## src/rtl/dp_collide_arb_pkg.sv

```systemverilog
package dp_collide_arb_pkg;

  typedef enum logic [1:0] {
    SIDE_NONE = 2'd0,
    SIDE_L    = 2'd1,
    SIDE_R    = 2'd2
  } side_e;

  // Earlier arrival wins; ties (both new or both held) go to the left port.
  function automatic side_e pick_side(input logic l_held, input logic r_held);
    if (r_held && !l_held) return SIDE_R;
    return SIDE_L;
  endfunction

  // Qualified write: enabled write with busy released.
  function automatic logic write_pass(input logic en, input logic wr, input logic busy_n);
    return en & wr & busy_n;
  endfunction

  // Qualified read: never gated by busy.
  function automatic logic read_pass(input logic en, input logic wr);
    return en & ~wr;
  endfunction

endpackage

```

## src/rtl/dpa_track.sv

```systemverilog
module dpa_track #(
  parameter int ADDR_W = 12
) (
  input  logic              clk,
  input  logic              rst_n,
  input  logic              en,
  input  logic [ADDR_W-1:0] addr,
  output logic              held
);
  logic              en_q;
  logic [ADDR_W-1:0] addr_q;

  always_ff @(posedge clk) begin
    if (!rst_n) begin
      en_q   <= 1'b0;
      addr_q <= '0;
    end else begin
      en_q   <= en;
      addr_q <= addr;
    end
  end

  // Port was on this same location in the previous cycle.
  assign held = en && en_q && (addr == addr_q);
endmodule

```

## src/rtl/dpa_owner.sv

```systemverilog
module dpa_owner
  import dp_collide_arb_pkg::*;
(
  input  logic  clk,
  input  logic  rst_n,
  input  logic  arb_mode,
  input  logic  collide,
  input  logic  l_held,
  input  logic  r_held,
  output side_e owner_now,
  output side_e owner_q
);
  always_comb begin
    if (!rst_n || !arb_mode || !collide) owner_now = SIDE_NONE;
    else if (owner_q != SIDE_NONE)       owner_now = owner_q;
    else                                 owner_now = pick_side(l_held, r_held);
  end

  always_ff @(posedge clk) begin
    if (!rst_n) owner_q <= SIDE_NONE;
    else        owner_q <= owner_now;
  end
endmodule

```

## src/rtl/dpa_gate.sv

```systemverilog
module dpa_gate
  import dp_collide_arb_pkg::*;
(
  input  logic en,
  input  logic wr,
  input  logic busy_n,
  output logic wr_go,
  output logic rd_go
);
  assign wr_go = write_pass(en, wr, busy_n);
  assign rd_go = read_pass(en, wr);
endmodule

```

## src/rtl/dp_collide_arb.sv

```systemverilog
module dp_collide_arb
  import dp_collide_arb_pkg::*;
#(
  parameter int ADDR_W = 12
) (
  input  logic              clk,
  input  logic              rst_n,
  input  logic              arb_mode,
  input  logic              l_en,
  input  logic [ADDR_W-1:0] l_addr,
  input  logic              l_wr,
  input  logic              r_en,
  input  logic [ADDR_W-1:0] r_addr,
  input  logic              r_wr,
  input  logic              l_busy_in_n,
  input  logic              r_busy_in_n,
  output logic              l_busy_n,
  output logic              r_busy_n,
  output logic              l_wr_go,
  output logic              r_wr_go,
  output logic              l_rd_go,
  output logic              r_rd_go
);
  logic  collide;
  logic  l_held, r_held;
  side_e owner_now, owner_q;
  logic  arb_l_busy_n, arb_r_busy_n;
  logic  l_busy_eff_n, r_busy_eff_n;

  assign collide = l_en && r_en && (l_addr == r_addr);

  dpa_track #(.ADDR_W(ADDR_W)) u_trk_l (
    .clk(clk), .rst_n(rst_n), .en(l_en), .addr(l_addr), .held(l_held));
  dpa_track #(.ADDR_W(ADDR_W)) u_trk_r (
    .clk(clk), .rst_n(rst_n), .en(r_en), .addr(r_addr), .held(r_held));

  dpa_owner u_own (
    .clk(clk), .rst_n(rst_n), .arb_mode(arb_mode), .collide(collide),
    .l_held(l_held), .r_held(r_held), .owner_now(owner_now), .owner_q(owner_q));

  // Loser is the side not recorded as owner.
  assign arb_l_busy_n = (owner_now != SIDE_R);
  assign arb_r_busy_n = (owner_now != SIDE_L);

  assign l_busy_eff_n = arb_mode ? arb_l_busy_n : l_busy_in_n;
  assign r_busy_eff_n = arb_mode ? arb_r_busy_n : r_busy_in_n;

  assign l_busy_n = arb_mode ? arb_l_busy_n : 1'b1;
  assign r_busy_n = arb_mode ? arb_r_busy_n : 1'b1;

  dpa_gate u_gate_l (
    .en(l_en), .wr(l_wr), .busy_n(l_busy_eff_n), .wr_go(l_wr_go), .rd_go(l_rd_go));
  dpa_gate u_gate_r (
    .en(r_en), .wr(r_wr), .busy_n(r_busy_eff_n), .wr_go(r_wr_go), .rd_go(r_rd_go));
endmodule

```

## config.mk

```make
export PLATFORM = sky130hd
export DESIGN_NAME = dp_collide_arb
export DESIGN_NICKNAME = d
export VERILOG_FILES = /design/src/rtl/dp_collide_arb_pkg.sv /design/src/rtl/dpa_track.sv /design/src/rtl/dpa_owner.sv /design/src/rtl/dpa_gate.sv /design/src/rtl/dp_collide_arb.sv
export SDC_FILE = /design/constraint.sdc
export NUM_CORES = 1
export LEC_CHECK = 0
export CAP_MARGIN = 30
export CORE_AREA = 4 4 59 61
export CTS_CLUSTER_SIZE = 14
export DETAILED_ROUTE_END_ITERATION = 8
export DIE_AREA = 0 0 63 65
export PLACE_DENSITY = 0.76
export REMOVE_ABC_BUFFERS = 1
export SETUP_SLACK_MARGIN = 0.02
export SYNTH_ARGS = -nofsm -noshare
export SYNTH_HDL_FRONTEND = slang
export SYNTH_SLANG_ARGS = --single-unit
```

## constraint.sdc

```tcl
create_clock -name clk -period 3.1 [get_ports clk]
set_clock_uncertainty 0.1 [all_clocks]
set_input_delay 0.775 -clock clk [delete_from_list [all_inputs] [get_ports clk]]
set_output_delay 0.775 -clock clk [all_outputs]
set_load 0.05 [all_outputs]
```

==> summary.md <==
| Metric | Value |
|---|---|
| R2R depth | 5 |
| Core area | 2980 µm² |
| Max clock buf depth | 2 |
| Failing checks | setup timing |
| Avg WL per Cell | 15.3 µm |
| Fmax | 315 MHz |
| Async set-reset flop share out of synthesis | 0% |
| Commonest non-fill, non-tap cell in the layout | dfxtp_1 |
| Startpoint types | primary input |
| Antenna violations before repair | 0 |
| Worst relative slew slack | 80.6% |
| I/O pins | 39 |
| Grt ovf | 0 |
| Dpl cell area | 1890 µm² |
| Final Cycle Share | 103% |
| # rows | 20 |
| DRT Pass-1 Iters | 4 |
| CTS H-tree lvls | 1 |
| CTS tree | yes |
| Vias | 1179 |
| Num CTS Buffers | 3 |
| Tmin final | 3180 ps |
| Max incr delay on CP | 470 ps |
| ANT cells | 0 |
| Dominant synthesized flop cell | dfxtp_1 |
| Syn_area_per_cell | 9.68 µm² |
| Final count of pins violating max slew | 0 |
| Root Driver | clkbuf_4 |
| Slowest CP cell | a2111o_1 |
| Most frequent cells in the layout | dfxtp_1 (28), and2_1 (25), buf_4 (21), xor2_1 (16), xor2_2 (16) |
| Mapped Area | 1310 µm² |
| Reg clk slew, reported paths | 140 ps |
| Final Power | 0.761 mW |
| Flop2flop setup slack | 1260 ps |
| Status | finished with violations |
| Synth top area cells | dfxtp_1 (43%), xor2_1 (23%), and2_1 (12%) |
| Worst-skew pair later-pin latency | 330 ps |
| Clk sinks | 28 |
| Initial DRC Count | 15 |
| Ys Warns | 0 |
| Initial Util | 43.9% |
| Worst Path Required | 2220 ps |
| Residual DRC | 0 |
| Dpl hpwl | 2500 µm |
| Die Span Y | 65 µm |
| CP Cell Sequence | buf_8 -> xor2_4 -> nor4_2 -> nand4_1 -> a2111o_1 -> a21oi_2 -> buf_6 |
| Power density cells | 350 nW/µm² |
| Synth area leader | dfxtp_1 |
| Synthesis-to-finish area growth | 66.6% |
| Max VDD drop | 261 µV |
| Psw | 0.211 mW |
| CP arrival | 2300 ps |
| Yosys top cell area share | 42.9% |
| Critical R2R Launch | u_trk_r.addr_q[10] |
| Distinct cells, synth | 25 |
| Setup TNS | -101 ps |
| Reg power frac | 51.4% |
| Register area share after synthesis | 42.9% |
| Lkg Pwr | 0.918 nW |
| Crit end category | output pin |
| Final instance area | 2180 µm² |
| Largest net degree at the start of global routing | 21 |
| Port buffer count | 38 |
| Final hold violations | 0 |
| RSZ-0062 raised after global routing | true |
| Gate Count Post-Synth | 135 |
| Worst r2r dst | u_own.owner_q[1] |
| Class of the worst hold path | reg2reg |
| Antenna Nets Post-Route | 0 |
| Die extent in x | 63 µm |
| Final worst slack | -78.4 ps |
| Net Sw Frac | 27.8% |
| Die area | 4100 µm² |
| WHS | 445 ps |
| Max-cap violation count | 0 |
| Yosys reg bits | 28 |
| Routed vias/inst | 5.13 |
| Nets | 231 |
| DRT Wirelength | 3510 µm |
| Crit path from | r_addr[10] |
| Final setup fails | 3 |
| Finished Core Util | 73.1% |
| Vias in the first global route | 1287 |
| Clock Power Share | 23.5% |
| Worst slew pin tran | 288 ps |
| Kind of critical path | in2out |
| EDFF count, synth | 0 |
| Capture point of the critical path | r_wr_go |
| Internal power | 0.550 mW |
| Layout cells sized above 1 | 47.7% |
| First-pass GRT wire length | 5590 µm |
| Cts hold-fix bufs | 0 |
| Logic pwr share | 25.1% |
| GRT Util Overall | 17.2% |
| Worst Path Max Fanout | 3 |
| Gpl congestion | 0.846 |
==> power groups by stage <==
stage                     registers (mW)  clock network (mW)  logic [mW]
after global placement             0.393                   0       0.161
after detailed placement           0.394                   0       0.165
after global routing               0.393               0.202       0.207
after floorplan                    0.392                   0      0.0661
after CTS                          0.389               0.181       0.175
final                              0.391               0.179       0.191
==> stage by stage <==
stage               worst slack, ps  instances
floorplan                      -238        133
finish                        -78.4        230
CTS                           -46.4        228
detailed placement             -455        222
global placement               -438        222
global route                   -214        230
==> area by class of cell <==
class	count	area, µm²
well taps	33	41.3
flip-flops and latches	28	561
clock buffers	4	36.3
fillers	211	802
inverters	2	7.51
repair buffers	60	543
multi-input cells	103	987
==> worst max-delay path: cells and delay by family <==
family	cells	cell delay [ps]
and+or+nand+nor	2	480
buffers and inverters	2	270
xor gates and xnor gates	1	150
AOI/OAI and AO/OA	2	620
==> cells in the mapped netlist (2+ instances only) <==
library cell	number
nor2_1	5
nor4_1	7
nand4_1	3
and2_1	25
nand2_1	4
nor3_1	5
clkbuf_1	2
xnor2_1	2
inv_1	2
dfxtp_1	28
nor2b_1	2
a21oi_1	3
o211ai_1	2
xor2_1	34
==> how the worst min path moves through the flow <==
stage                                 from          endpoint  slack, ps  cells after the start
after floorplan           u_own.owner_q[1]  u_own.owner_q[1]        360                      2
after global placement    u_own.owner_q[1]  u_own.owner_q[1]        370                      2
after detailed placement  u_own.owner_q[1]  u_own.owner_q[1]        380                      2
after CTS                 u_own.owner_q[1]  u_own.owner_q[1]        420                      2
after global routing      u_own.owner_q[1]  u_own.owner_q[1]        470                      2
final                     u_own.owner_q[1]  u_own.owner_q[1]        450                      2
==> logic make-up after synthesis <==
kind of cell,after synthesis,synth area share (%)
xor gates and xnor gates,36,24.1
AOI/OAI and AO/OA,9,4.88
DFF,28,42.9
and+or+nand+nor,58,26.9
buffers and inverters,4,1.15
==> sequential cells by signal, summed over array words and instances, names as in the netlist <==
| signal | cells |
|---|---|
| u_trk_l.addr_q | 12 |
| u_trk_r.addr_q | 12 |
| u_own.owner_q | 2 |
| u_trk_l.en_q | 1 |
| u_trk_r.en_q | 1 |
==> per-layer routing <==
layer	GRT usage, %	wire length (µm)
met1	20.1	1340
met3	3.12	204
met5	0	0
met4	4.68	74
met2	32.0	1890
==> repair_timing <==
item | 4_1_cts | 5_1_grt
pin swaps | 32 | 20
resized for setup | 114 | 33
setup endpoints to repair | 4 | 4
buffers inserted | 3 | 2
Note: power is estimated with default switching activity, not from simulation.
